===== config.mk =====
export PLATFORM = sky130hd
export DESIGN_NAME = ldfp_stage
export DESIGN_NICKNAME = d
export VERILOG_FILES = /design/src/rtl/ldfp_pkg.sv /design/src/rtl/ldfp_qualify.sv /design/src/rtl/ldfp_pagecheck.sv /design/src/rtl/ldfp_sched.sv /design/src/rtl/ldfp_stage.sv
export SDC_FILE = /design/constraint.sdc
export NUM_CORES = 1
export LEC_CHECK = 0
export ABC_CLOCK_PERIOD_IN_PS = 5400
export BUFFER_PORTS_ARGS = -buffer_cell sky130_fd_sc_hd__buf_2
export CAP_MARGIN = 15
export CORE_UTILIZATION = 30
export CTS_CLUSTER_SIZE = 16
export DETAILED_ROUTE_END_ITERATION = 7
export SKIP_LAST_GASP = 1
export SLEW_MARGIN = 25
export SYNTH_ARGS = -nofsm -noshare
export SYNTH_HDL_FRONTEND = slang
export SYNTH_SLANG_ARGS = --single-unit

===== constraint.sdc =====
create_clock -name clk -period 5.4 [get_ports clk]
set_input_delay 0.81 -clock clk [delete_from_list [all_inputs] [get_ports clk]]
set_output_delay 0.81 -clock clk [all_outputs]
set_load 0.05 [all_outputs]

===== src/rtl/ldfp_pkg.sv =====
package ldfp_pkg;
  typedef enum logic [1:0] {
    LAT_FAST   = 2'd0,
    LAT_NORMAL = 2'd1,
    LAT_REPLAY = 2'd2
  } lat_class_e;
endpackage


===== src/rtl/ldfp_qualify.sv =====
// Eligibility test for base-page speculation.
module ldfp_qualify #(
  parameter int DISP_W   = 16,
  parameter int MAX_DISP = 2047
) (
  input  logic signed [DISP_W-1:0] disp,
  input  logic                     base_from_load,
  input  logic                     idx_valid,
  input  logic                     idx_zero,
  output logic                     qualifies
);
  localparam logic signed [DISP_W-1:0] DISP_HI = DISP_W'(MAX_DISP);

  logic disp_ok;
  logic idx_ok;

  always_comb begin
    disp_ok   = (disp >= 0) && (disp <= DISP_HI);
    idx_ok    = !idx_valid || idx_zero;
    qualifies = disp_ok && idx_ok && base_from_load;
  end
endmodule


===== src/rtl/ldfp_pagecheck.sv =====
// Effective address sum and page comparison against the base page.
module ldfp_pagecheck #(
  parameter int ADDR_W    = 64,
  parameter int DISP_W    = 16,
  parameter int PAGE_BITS = 12
) (
  input  logic        [ADDR_W-1:0] base,
  input  logic signed [DISP_W-1:0] disp,
  output logic        [ADDR_W-1:0] eff_addr,
  output logic                     crosses
);
  logic [ADDR_W-1:0] disp_ext;

  always_comb begin
    disp_ext = ADDR_W'(disp);
    eff_addr = base + disp_ext;
    crosses  = base[ADDR_W-1:PAGE_BITS] != eff_addr[ADDR_W-1:PAGE_BITS];
  end
endmodule


===== src/rtl/ldfp_sched.sv =====
// Completion-slot shift line: slot i holds a load that responds i+1 edges later.
module ldfp_sched #(
  parameter int DEPTH = 11,
  parameter int TAG_W = 4,
  localparam int IDX_W = $clog2(DEPTH)
) (
  input  logic             clk,
  input  logic             rst_n,
  input  logic             wr_en,
  input  logic [IDX_W-1:0] wr_idx,
  input  logic [TAG_W-1:0] wr_tag,
  input  logic [1:0]       wr_class,
  output logic [DEPTH-1:0] occ,
  output logic             resp_valid,
  output logic [TAG_W-1:0] resp_tag,
  output logic [1:0]       resp_class
);
  logic [TAG_W-1:0] tag_q [DEPTH];
  logic [1:0]       cls_q [DEPTH];

  for (genvar i = 0; i < DEPTH; i++) begin : g_slot
    logic             nxt_v;
    logic [TAG_W-1:0] nxt_t;
    logic [1:0]       nxt_c;

    always_comb begin
      if (wr_en && (wr_idx == IDX_W'(i))) begin
        nxt_v = 1'b1;
        nxt_t = wr_tag;
        nxt_c = wr_class;
      end else if (i + 1 < DEPTH) begin
        nxt_v = occ[(i+1) % DEPTH];
        nxt_t = tag_q[(i+1) % DEPTH];
        nxt_c = cls_q[(i+1) % DEPTH];
      end else begin
        nxt_v = 1'b0;
        nxt_t = '0;
        nxt_c = '0;
      end
    end

    always_ff @(posedge clk) begin
      if (!rst_n) begin
        occ[i]   <= 1'b0;
        tag_q[i] <= '0;
        cls_q[i] <= '0;
      end else begin
        occ[i]   <= nxt_v;
        tag_q[i] <= nxt_t;
        cls_q[i] <= nxt_c;
      end
    end
  end

  assign resp_valid = occ[0];
  assign resp_tag   = tag_q[0];
  assign resp_class = cls_q[0];

  // a new entry never lands on a slot that an older load shifts into
  p_no_clobber_r8: assert property (@(posedge clk) disable iff (!rst_n)
    (wr_en && (int'(wr_idx) + 1 < DEPTH)) |-> !occ[(int'(wr_idx) + 1) % DEPTH]);

  // a response never carries an undefined class code
  p_class_legal_r10: assert property (@(posedge clk) disable iff (!rst_n)
    resp_valid |-> (resp_class != 2'd3));
endmodule


===== src/rtl/ldfp_stage.sv =====
module ldfp_stage
  import ldfp_pkg::*;
#(
  parameter int ADDR_W     = 64,
  parameter int DISP_W     = 16,
  parameter int TAG_W      = 4,
  parameter int PAGE_BITS  = 12,
  parameter int MAX_DISP   = 2047,
  parameter int FAST_LAT   = 4,
  parameter int NORMAL_LAT = 5,
  parameter int REPLAY_LAT = 10
) (
  input  logic                     clk,
  input  logic                     rst_n,
  input  logic                     req_valid,
  output logic                     req_ready,
  input  logic [ADDR_W-1:0]        req_base,
  input  logic                     req_idx_valid,
  input  logic                     req_idx_zero,
  input  logic signed [DISP_W-1:0] req_disp,
  input  logic                     req_base_from_load,
  input  logic [TAG_W-1:0]         req_tag,
  output logic                     resp_valid,
  output logic [TAG_W-1:0]         resp_tag,
  output logic [1:0]               resp_class
);
  localparam int DEPTH = REPLAY_LAT + 1;
  localparam int IDX_W = $clog2(DEPTH);

  logic              qual;
  logic              crosses;
  logic [ADDR_W-1:0] eff_addr;
  logic              hist_q;
  logic              replay_busy_q;
  lat_class_e        cls;
  logic [IDX_W-1:0]  lat;
  logic [DEPTH-1:0]  occ;
  logic              slot_taken;
  logic              accept;

  ldfp_qualify #(.DISP_W(DISP_W), .MAX_DISP(MAX_DISP)) u_qual (
    .disp           (req_disp),
    .base_from_load (req_base_from_load),
    .idx_valid      (req_idx_valid),
    .idx_zero       (req_idx_zero),
    .qualifies      (qual)
  );

  ldfp_pagecheck #(.ADDR_W(ADDR_W), .DISP_W(DISP_W), .PAGE_BITS(PAGE_BITS)) u_page (
    .base     (req_base),
    .disp     (req_disp),
    .eff_addr (eff_addr),
    .crosses  (crosses)
  );

  always_comb begin
    if (!qual || hist_q)  cls = LAT_NORMAL;
    else if (crosses)     cls = LAT_REPLAY;
    else                  cls = LAT_FAST;
    unique case (cls)
      LAT_FAST:   lat = IDX_W'(FAST_LAT);
      LAT_REPLAY: lat = IDX_W'(REPLAY_LAT);
      default:    lat = IDX_W'(NORMAL_LAT);
    endcase
    slot_taken = occ[int'(lat) % DEPTH] && (int'(lat) < DEPTH);
    req_ready  = !replay_busy_q && !slot_taken;
    accept     = req_valid && req_ready;
  end

  ldfp_sched #(.DEPTH(DEPTH), .TAG_W(TAG_W)) u_sched (
    .clk        (clk),
    .rst_n      (rst_n),
    .wr_en      (accept),
    .wr_idx     (lat - IDX_W'(1)),
    .wr_tag     (req_tag),
    .wr_class   (cls),
    .occ        (occ),
    .resp_valid (resp_valid),
    .resp_tag   (resp_tag),
    .resp_class (resp_class)
  );

  always_ff @(posedge clk) begin
    if (!rst_n) begin
      hist_q        <= 1'b0;
      replay_busy_q <= 1'b0;
    end else begin
      if (accept && qual) hist_q <= !hist_q && crosses;
      if (accept && cls == LAT_REPLAY)
        replay_busy_q <= 1'b1;
      else if (resp_valid && resp_class == LAT_REPLAY)
        replay_busy_q <= 1'b0;
    end
  end

  // nothing is taken while a replay is outstanding
  p_busy_blocks_r7: assert property (@(posedge clk) disable iff (!rst_n)
    replay_busy_q |-> !req_ready);

  // a qualifying load meeting a set history goes normal and clears it
  p_suppress_normal_r6: assert property (@(posedge clk) disable iff (!rst_n)
    (accept && qual && hist_q) |-> (cls == LAT_NORMAL));
  p_hist_clears_r6: assert property (@(posedge clk) disable iff (!rst_n)
    (accept && qual && hist_q) |=> !hist_q);

  // a failed page guess always replays and arms the history
  p_cross_replays_r5: assert property (@(posedge clk) disable iff (!rst_n)
    (accept && qual && !hist_q && crosses) |=> (hist_q && replay_busy_q));

  // a non-qualifying load never changes the history
  p_inelig_keeps_r1: assert property (@(posedge clk) disable iff (!rst_n)
    (accept && !qual) |=> $stable(hist_q));
endmodule


=== After elaboration in Yosys (flattened, before gate mapping) ===
Memories as Yosys holds them, arrays and structs flattened.
Index checks and enable logic that the tools add are counted.

* Bits in registers: 13
* Memory bits (writable): 66
* Input bits: 90
* Output and inout bits: 8
* Memories: 2

* $add $sub $neg: 2
* Div/mod/pow operators: 1
* Magnitude comparators: 4
* Eq/ne operators: 13
* Multiplexer cells: 65
* Bitwise gates (word level): 22
* Reductions and logical operators: 31

{| class="wikitable"
|+ Memory list
! memory !! words !! bits a word !! read ports !! clocked after memory_dff !! write ports !! line !! RTL
|-
| u_sched.tag_q || 11 || 4 || 11 || 0 || 11 || ldfp_sched.sv:18 || <nowiki>logic [TAG_W-1:0] tag_q [DEPTH];</nowiki>
|-
| u_sched.cls_q || 11 || 2 || 11 || 0 || 11 || ldfp_sched.sv:19 || <nowiki>logic [1:0] cls_q [DEPTH];</nowiki>
|}

{| class="wikitable"
|+ Operators with widths
! kind !! count
|-
| 2-to-1 mux 4 bit || 22
|-
| adder 64 bit || 1
|-
| != test 52 bit || 1
|-
| 2-to-1 mux 2 bit || 24
|-
| < comparator 32 x 6 -> 1 bit, second input constant || 1
|-
| remainder unit 5 x 5 -> 32 bit, second input constant || 1
|-
| bitwise OR 1 bit || 22
|-
| logical AND 1 bit || 21
|-
| 2-to-1 mux 1 bit || 17
|-
| equality test 4 x 3 -> 1 bit, second input constant || 4
|-
| greater-or-equal comparator 16 x 1 -> 1 bit, second input constant || 1
|-
| <= comparator 16 x 12 -> 1 bit, second input constant || 1
|-
| equality test 4 bit, second input constant || 3
|-
| equality test 4 x 2 -> 1 bit, second input constant || 2
|-
| case mux 4 bit (2 select lines) || 1
|-
| logical NOT 1 bit || 5
|-
| binary-select mux 1 bit (select 4 bit) || 1
|-
| equality test 2 bit, second input constant || 2
|-
| equality test 4 x 1 -> 1 bit, second input constant || 1
|-
| logical NOT 4 bit || 1
|-
| < comparator 4 bit, second input constant || 1
|-
| subtractor 4 x 1 -> 4 bit, second input constant || 1
|-
| logical NOT 2 bit || 1
|-
| logical OR 1 bit || 2
|-
| nonzero test 2 bit || 1
|}

=== Longest topological paths before layout ===
Gate-level depths: netlist of the first run.

* Depth in word-level cells: 20
* Gate-level depth with buffers: 14
* Depth with buffers taken out: 12

=== Hierarchy ===
A second synthesis of the first run with hierarchy kept.

* Cells, all modules: 1224
* Area total of the unflattened synthesis: 8989.9 µm²

{| class="wikitable"
|+ By module, submodules not included
! module !! times used !! cells each !! area each (µm²) !! sequential area each (µm²)
|-
| ldfp_pagecheck || 1 || 939 || 6069.6 || 0.0
|-
| ldfp_sched || 1 || 259 || 2716.4 || 1541.5
|-
| ldfp_stage || 1 || 23 || 175.2 || 40.0
|-
| ldfp_qualify || 1 || 3 || 28.8 || 0.0
|}

=== Least setup slack after synthesis of the first run ===
No wires, ideal clock.

* Path kind: input to output
* Start point: in req_base[24]
* End point: out req_ready
* Data arrival time: 3981 ps
* Path slack: 609 ps
* Stages on the path: 13
* Path buffers: 2
* Cell sequence: ha_1 > buf_6 > and4_4 > and2_1 > clkbuf_2 > a221o_1 > a31o_1 > a2111oi_1 > o2111ai_1 > nor4_2 > nand4_4 > or2_0 > a311o_1

* Longest elaborated chain between the ends: 13
* Elaborated cells on any way between the ends: 15
* Classes of those cells: 1 x add/sub; 1 x div; 1 x order compare; 2 x eq/ne; 6 x mux; 4 x reduce/logical

{| class="wikitable"
|+ RTL lines
! element !! line !! RTL
|-
| from (decl) || ldfp_stage.sv:17 || <nowiki>input logic [ADDR_W-1:0] req_base,</nowiki>
|-
| adder 64 bit || ldfp_pagecheck.sv:16 || <nowiki>eff_addr = base + disp_ext;</nowiki>
|-
| != test 52 bit * || ldfp_pagecheck.sv:17 || <nowiki>crosses = base[ADDR_W-1:PAGE_BITS] != eff_addr[ADDR_W-1:PAGE_BITS];</nowiki>
|-
| 2-to-1 mux 2 bit * || ldfp_stage.sv:58 || <nowiki>else if (crosses) cls = LAT_REPLAY;</nowiki>
|-
| 2-to-1 mux 2 bit * || ldfp_stage.sv:57 || <nowiki>if (!qual || hist_q) cls = LAT_NORMAL;</nowiki>
|-
| equality test 2 bit / logical NOT 2 bit (equally long branches) || ldfp_stage.sv:60 || <nowiki>unique case (cls)</nowiki>
|-
| case mux 4 bit (2 select lines) * || ldfp_stage.sv:60 ||
|-
| remainder unit 5 x 5 -> 32 bit || ldfp_stage.sv:65 || <nowiki>slot_taken = occ[int'(lat) % DEPTH] && (int'(lat) < DEPTH);</nowiki>
|-
| binary-select mux 1 bit (select 4 bit) || ldfp_stage.sv:65 ||
|-
| 2-to-1 mux 1 bit (not written as such) (2 in a row) || ldfp_stage.sv:65 ||
|-
| logical AND 1 bit * || ldfp_stage.sv:65 ||
|-
| logical NOT 1 bit * || ldfp_stage.sv:66 || <nowiki>req_ready = !replay_busy_q && !slot_taken;</nowiki>
|-
| logical AND 1 bit * || ldfp_stage.sv:66 ||
|-
| to (decl) || ldfp_stage.sv:16 || <nowiki>output logic req_ready,</nowiki>
|}

Mark *: on every way between the ends. The rest lies on a longest branch, timed or not. The select of a mux whose other input is x is not followed.

=== Final worst setup path of the first run ===
* Start point: in req_disp[15]
* End point: out req_ready

* Longest elaborated chain between the ends: 16
* Elaborated cells on any way between the ends: 22
* Classes of those cells: 1 x add/sub; 1 x div; 3 x order compare; 2 x eq/ne; 6 x mux; 9 x reduce/logical

{| class="wikitable"
|+ RTL lines
! element !! line !! RTL
|-
| from (decl) || ldfp_stage.sv:20 || <nowiki>input logic signed [DISP_W-1:0] req_disp,</nowiki>
|-
| parallel branches: the longest is 6 deep, another holds adder 64 bit || n/a ||
|-
| 2-to-1 mux 2 bit * || ldfp_stage.sv:57 ||
|-
| equality test 2 bit / logical NOT 2 bit (equally long branches) || ldfp_stage.sv:60 ||
|-
| case mux 4 bit (2 select lines) * || ldfp_stage.sv:60 ||
|-
| remainder unit 5 x 5 -> 32 bit || ldfp_stage.sv:65 ||
|-
| binary-select mux 1 bit (select 4 bit) || ldfp_stage.sv:65 ||
|-
| 2-to-1 mux 1 bit (not written as such) (2 in a row) || ldfp_stage.sv:65 ||
|-
| logical AND 1 bit * || ldfp_stage.sv:65 ||
|-
| logical NOT 1 bit * || ldfp_stage.sv:66 ||
|-
| logical AND 1 bit * || ldfp_stage.sv:66 ||
|}

Every way passes the cells marked *. The select of a mux whose other input is x is not followed.

==> results.yml, run 1 <==
run_status:
  status: "finished, final reports clean"
timing:
  finalWorstSetupSlack_ps: 98.4
  slew_violations: 0
  period_share: 0.982
  hold_viol_final: 0
  finalClockSkew_ps: 4.80
  hold_ws_ps: 422
  fmax_mhz: 189
  fin_crit_ps: 5300
  relSlewSlack: 0.309
  setup_viol: 0
  setup_tns_ps: 0
  worstMarginPinSlew_ps: 1010
final_layout:
  nets: 1660
  area_delta_synth_final_pct: 47.2
  post-route-cell-area_um2: 12300
  fin_util: 0.454
  final_cells: 1885
  drive_above_1_share: 0.365
  antenna_cells: 0
synth:
  ys_seq_elements: 79
  async_flop_share: 0
  ys_seq_area_frac: 0.189
  synthesis.area_um2: 8380
  synth_cell_type_count: 95
  yosys_warnings: 0
  yosysTopAreaCellShare: 0.189
  ys.flop_type: "dfxtp_1"
  synth_edf_count: 0
  synth_area_leaders: "dfxtp_1, ha_1, a21oi_1"
  synthCells: 1132
  syn_avg_cell_area_um2: 7.40
  synth_largest_area_cell: "dfxtp_1"
worst_setup_path:
  cp.required_ps: 4590
  end_kind: "output pin"
  cp_max_fo: 23
  rrSetupSlack_ps: 3770
  worstSetupPathType: "input port to output pin"
  path_cells: "buf_12 > ha_1 > buf_4 > nand4_1 > nor4_2 > and2_1 > nand2_1 > nor3b_1 > or4_1 > nor4_2 > nand4_4 > or2_0 > a311o_1 > buf_6"
  startpoint_type: "input port"
  crit_arrival_ps: 4490
  cpMaxStageDelayCell: "or4_1"
  crit_path_frequent_cell: "nor4_2"
  slowest_delay_ps: 540
  path_buf_inv: 3
  crit_family: "simple AND/OR/NAND/NOR gates"
detailed_routing:
  drc: 0
  wirelength_um: 36800
  wire_per_inst_um: 19.5
  vias_per_cell: 5.49
  first_iter_violations: 1007
  drtPass1Iterations: 6
  ant_nets: 0
  vias: 10300
clock_tree:
  cts_buffers: 9
  cts_tree: "yes"
  h-tree-depth: 3
  clk_latency_ps: 330
  clockRootBuffer: "clkbuf_16"
  cts_buffer_depth: 2
  clk_pin_slew_ps: 50
  clkSinkCount: 79
power:
  finalPower_mw: 2.51
  pwr-share-seq: 0.241
  irDropWorstVdd_mv: 0.141
  power_density_nw_per_um2: 203
  pwr-share-clk: 0.233
  power.switching_uw: 961
  combPwrFrac: 0.526
  p_leak_nw: 5.17
  p_sw_frac: 0.383
  p_int_mw: 1.55
global_routing:
  grt_max_degree: 77
  grt_pass1_wl_um: 54600
  first_global_vias: 9399
  grt.overflow.total: 0
  antenna_found_initial: 0
  grtUsageTotal: 0.250
floorplan:
  io_pins: 98
  design.die.area_um2: 28600
  initial_utilization: 0.308
  core_area_um2: 27200
  chipHeight_um: 169
  fp.dieW_um: 169
  num_rows: 60
place:
  dp.cells: 1858
  hpwl_um: 31300
  io_buffer_count: 96
  gp_congestion: 1.04
  dp_slack_ps: -322
  placed_area_um2: 11400
worst_hold_path:
  hp-class: "register to register"
run:
  cap_violations: 0
==> logic make-up after synthesis <==
group	synth area share
other	0.000448
xor gates and xnor gates	0.0700
AOI/OAI and AO/OA	0.287
muxes	0.0169
DFF	0.189
adders and majority gates	0.0926
and+or+nand+nor	0.305
buffers and inverters	0.0391
==> what timing repair did <==
action | CTS | global route
gates cloned | 0 | 0
endpoints found under the setup margin | 1 | 1
hold buffers | 0 | 0
endpoints found under the hold margin | 0 | 0
setup buffers | 0 | 11
resized for setup | 14 | 116
pin swaps | 2 | 24
==> final timing paths <==
kind                       start                  end  cells after the start
hold reg to reg   u_sched.occ[7]       u_sched.occ[6]                      1
setup reg to reg   replay_busy_q  u_sched.tag_q[1][2]                      4
setup / recovery    req_disp[15]            req_ready                     14
hold / removal    u_sched.occ[7]       u_sched.occ[6]                      1
==> state kept, by name, indices dropped and copies added, names as in the netlist <==
signal              cells
u_sched.tag_q          44
u_sched.cls_q          22
u_sched.occ            10
hist_q                  1
replay_busy_q           1
u_sched.resp_valid      1
==> power by group through the flow <==
stage | registers [mW] | clock network (mW) | logic [mW]
3_5_place_dp | 0.616 | 0 | 1.20
3_3_place_gp | 0.615 | 0 | 1.20
4_1_cts | 0.603 | 0.596 | 1.22
6_report | 0.603 | 0.584 | 1.32
5_1_grt | 0.605 | 0.628 | 1.40
2_1_floorplan | 0.615 | 0 | 0.608
==> cells in the mapped netlist (all sizes together), types with 5 or more instances <==
| master | number |
|---|---|
| a21oi | 112 |
| or3 | 6 |
| a21boi | 10 |
| o21a | 18 |
| clkbuf | 14 |
| a32oi | 5 |
| or2 | 6 |
| mux2i | 13 |
| nand4 | 53 |
| and3 | 15 |
| and4 | 15 |
| o211ai | 13 |
| and2 | 59 |
| nor3 | 21 |
| a22oi | 7 |
| nor4 | 18 |
| xnor2 | 41 |
| dfxtp | 79 |
| inv | 16 |
| nand2 | 127 |
| nand2b | 11 |
| a211oi | 22 |
| o2111ai | 12 |
| xor2 | 26 |
| ha | 62 |
| buf | 38 |
| o21bai | 6 |
| o21ai | 81 |
| nor2 | 89 |
| a2111oi | 6 |
| a31oi | 10 |
| a21o | 9 |
| nand3 | 34 |
==> layout by cell type (no fill, tap or decap), drive strengths merged, types with 18 or more instances in the layout <==
cell,netlist,layout
a211oi,22,22
nor2,89,89
xnor2,41,41
nand4,53,53
nand3,34,34
ha,62,62
nand2,127,127
o21ai,81,81
nor4,18,18
buf,38,411
and2,59,59
nor3,21,21
xor2,26,26
dfxtp,79,79
o21a,18,18
a21oi,112,112
==> final cells by class <==
| type | count | area (um2) |
|---|---|---|
| Clock buffer | 10 | 239 |
| Multi-Input combinational cell | 991 | 7050 |
| Fill cell | 2825 | 14800 |
| Inverter | 16 | 60.1 |
| Timing Repair Buffer | 411 | 2880 |
| Clock inverter | 6 | 60.1 |
| Sequential cell | 79 | 1580 |
| Tap cell | 372 | 465 |
==> per-layer routing <==
| layer | global-route usage | wire (um) | part of all wire | vias up |
|---|---|---|---|---|
| met4 | 0.0615 | 936 | 0.025 | 0 |
| met2 | 0.395 | 16000 | 0.44 | 426 |
| li1 | - | - | - | 5016 |
| met5 | 0 | 0 | 0 | - |
| met1 | 0.356 | 17000 | 0.46 | 4851 |
| met3 | 0.0332 | 2810 | 0.076 | 52 |
==> worst reg2reg max path, stage by stage (launching register included) <==
cell and delay (ps):
dfxtp_1 370, or3b_2 510, nor2_1 400, nand2_1 120, a21boi_0 150
Note: power is estimated with default switching activity, not from simulation.
==> inputs of run 2 (changes only) <==
--- a/config.mk
+++ b/config.mk
@@ -9,8 +9,10 @@
 export BUFFER_PORTS_ARGS = -buffer_cell sky130_fd_sc_hd__buf_2
 export CAP_MARGIN = 15
 export CORE_UTILIZATION = 30
+export CTS_CLUSTER_DIAMETER = 80
 export CTS_CLUSTER_SIZE = 16
 export DETAILED_ROUTE_END_ITERATION = 7
+export REMOVE_ABC_BUFFERS = 1
 export SKIP_LAST_GASP = 1
 export SLEW_MARGIN = 25
 export SYNTH_ARGS = -nofsm -noshare
==> run 2 against run 1 <==
Compared with the run above: clock power about the same; non-clock buffer count rose by 59; register-to-register slack barely moved; clock skew fell by 1.2 ps; critical path type unchanged.
==> results.yml, run 2 (synthesis results as in run 1) <==
run_status:
  status: "finished, final reports clean"
final_layout:
  final_common_cell: "buf_4"
  top_register: "u_sched.tag_q"
  area_delta_synth_final_pct: 52.1
  nets: 1719
  layout_common_cells: "buf_4, nand2_1, a21oi_1"
  drive_above_1_share: 0.370
  antenna_cells: 0
  largest_reg_flops: 44
  reg.largest.list: "u_sched.tag_q x44, u_sched.cls_q x22, u_sched.occ x10"
detailed_routing:
  first_iter_violations: 950
  vias: 10600
  vias_per_cell: 5.45
  ant_nets: 0
  wire_per_inst_um: 20.3
  wirelength_um: 39500
  drc: 0
  drtPass1Iterations: 5
power:
  power.switching_uw: 995
  finalPower_mw: 2.58
  p_leak_nw: 5.47
  p_int_mw: 1.59
  power_density_nw_per_um2: 203
  irDropWorstVdd_mv: 0.154
  p_sw_frac: 0.385
  pwr-share-clk: 0.227
  pwr-share-seq: 0.234
  combPwrFrac: 0.540
timing:
  finalClockSkew_ps: 3.60
  setup_viol: 0
  hold_viol_final: 0
  finalWorstSetupSlack_ps: 1.44
  worstMarginPinSlew_ps: 946
  period_share: 1.00
  slew_violations: 0
  relSlewSlack: 0.369
  setup_tns_ps: 0
  fmax_mhz: 185
  rsz0062_at_grt: "true"
  fin_crit_ps: 5400
floorplan:
  initial_utilization: 0.308
  num_rows: 60
  io_pins: 98
  core_area_um2: 27200
  fp.dieW_um: 169
  chipHeight_um: 169
  design.die.area_um2: 28600
clock_tree:
  cts_buffers: 9
  h-tree-depth: 3
  clk_pin_slew_ps: 60
  postCtsHoldBufs: 0
  cts_buffer_depth: 2
  clk_latency_ps: 330
  clockRootBuffer: "clkbuf_16"
  cts_tree: "yes"
  clkSinkCount: 79
global_routing:
  grt.overflow.total: 0
  antenna_found_initial: 0
  grt_max_degree: 77
  grt_pass1_wl_um: 58700
  first_global_vias: 10200
  grtUsageTotal: 0.272
worst_hold_path:
  hp-class: "register to register"
place:
  gp_congestion: 1.00
  dp_slack_ps: -340
  hpwl_um: 33700
  io_buffer_count: 96
worst_setup_path:
  end_kind: "output pin"
  crit_arrival_ps: 4590
  worstSetupPathType: "input port to output pin"
  startpoint_type: "input port"
  cp_max_fo: 11
  cp.required_ps: 4590
run:
  cap_violations: 0
## run 2: cell types whose count changed in the layout (fill, tap and decap cells not counted), sizes merged
| cell | change |
|---|---|
| clkinv | -1 |
| buf | +59 |
## run 2: through the flow
stage | util | std cells | hold slack [ps] | instance area [um2]
after floorplan | - | 1086 | 406 | 8130
after global placement | 0.436 | 1919 | 406 | 11800
after detailed placement | 0.436 | 1919 | 414 | 11800
after CTS | 0.457 | 1934 | 425 | 12400
after global routing | 0.469 | 1943 | 439 | 12700
final | 0.469 | 1943 | 421 | 12700
## run 2: area by class of cell
| class | instances | area [um2] |
|---|---|---|
| multi-input cells | 991 | 6950 |
| fillers | 2785 | 14400 |
| clock inverters | 5 | 58.8 |
| well taps | 372 | 465 |
| inverters | 16 | 60.1 |
| clock buffers | 10 | 239 |
| repair buffers | 470 | 3390 |
| flip-flops and latches | 79 | 1580 |
## run 2: worst paths after layout
check / start / endpoint / slack (ps) / depth (start not counted)
hold / removal: u_sched.cls_q[0][6] / u_sched.cls_q[0][4] / 420 / 1
setup / recovery: req_disp[15] / req_ready / 1 / 20
setup reg to reg: replay_busy_q / u_sched.tag_q[1][0] / 3780 / 4
hold reg to reg: u_sched.cls_q[0][6] / u_sched.cls_q[0][4] / 420 / 1
## run 2: layer usage
| layer | up-vias | wire [um] | global-route usage |
|---|---|---|---|
| li1 | 5127 | - | - |
| met1 | 5001 | 18400 | 0.381 |
| met2 | 389 | 17100 | 0.428 |
| met3 | 65 | 2400 | 0.0262 |
| met4 | 0 | 1590 | 0.104 |
| met5 | - | 0 | 0 |
## run 2: repair_timing
action                                  CTS  global route
pin swaps                                 8            23
endpoints found under the setup margin    1             1
gates resized for setup                  51            54
setup buffers                             0             9
## run 2: power groups by stage
stage	logic [mW]	clock network, mW	registers [mW]
after global routing	1.48	0.629	0.605
after global placement	1.27	0	0.615
after floorplan	0.593	0	0.616
final	1.39	0.585	0.603
after CTS	1.31	0.596	0.604
after detailed placement	1.27	0	0.616
## run 2: critical path: stages
cell      delay, ps
buf_12          120
buf_12          150
ha_4            270
buf_4           130
nand4_1         230
nor4_2          300
buf_4           180
nand3b_1        100
a21oi_2         140
buf_6           140
o31ai_4          70
nor4_2          240
buf_4           170
nand4_1         160
nor4_2          350
buf_4           180
nand4_4          60
or2_0           220
a311o_1         380
buf_6           160
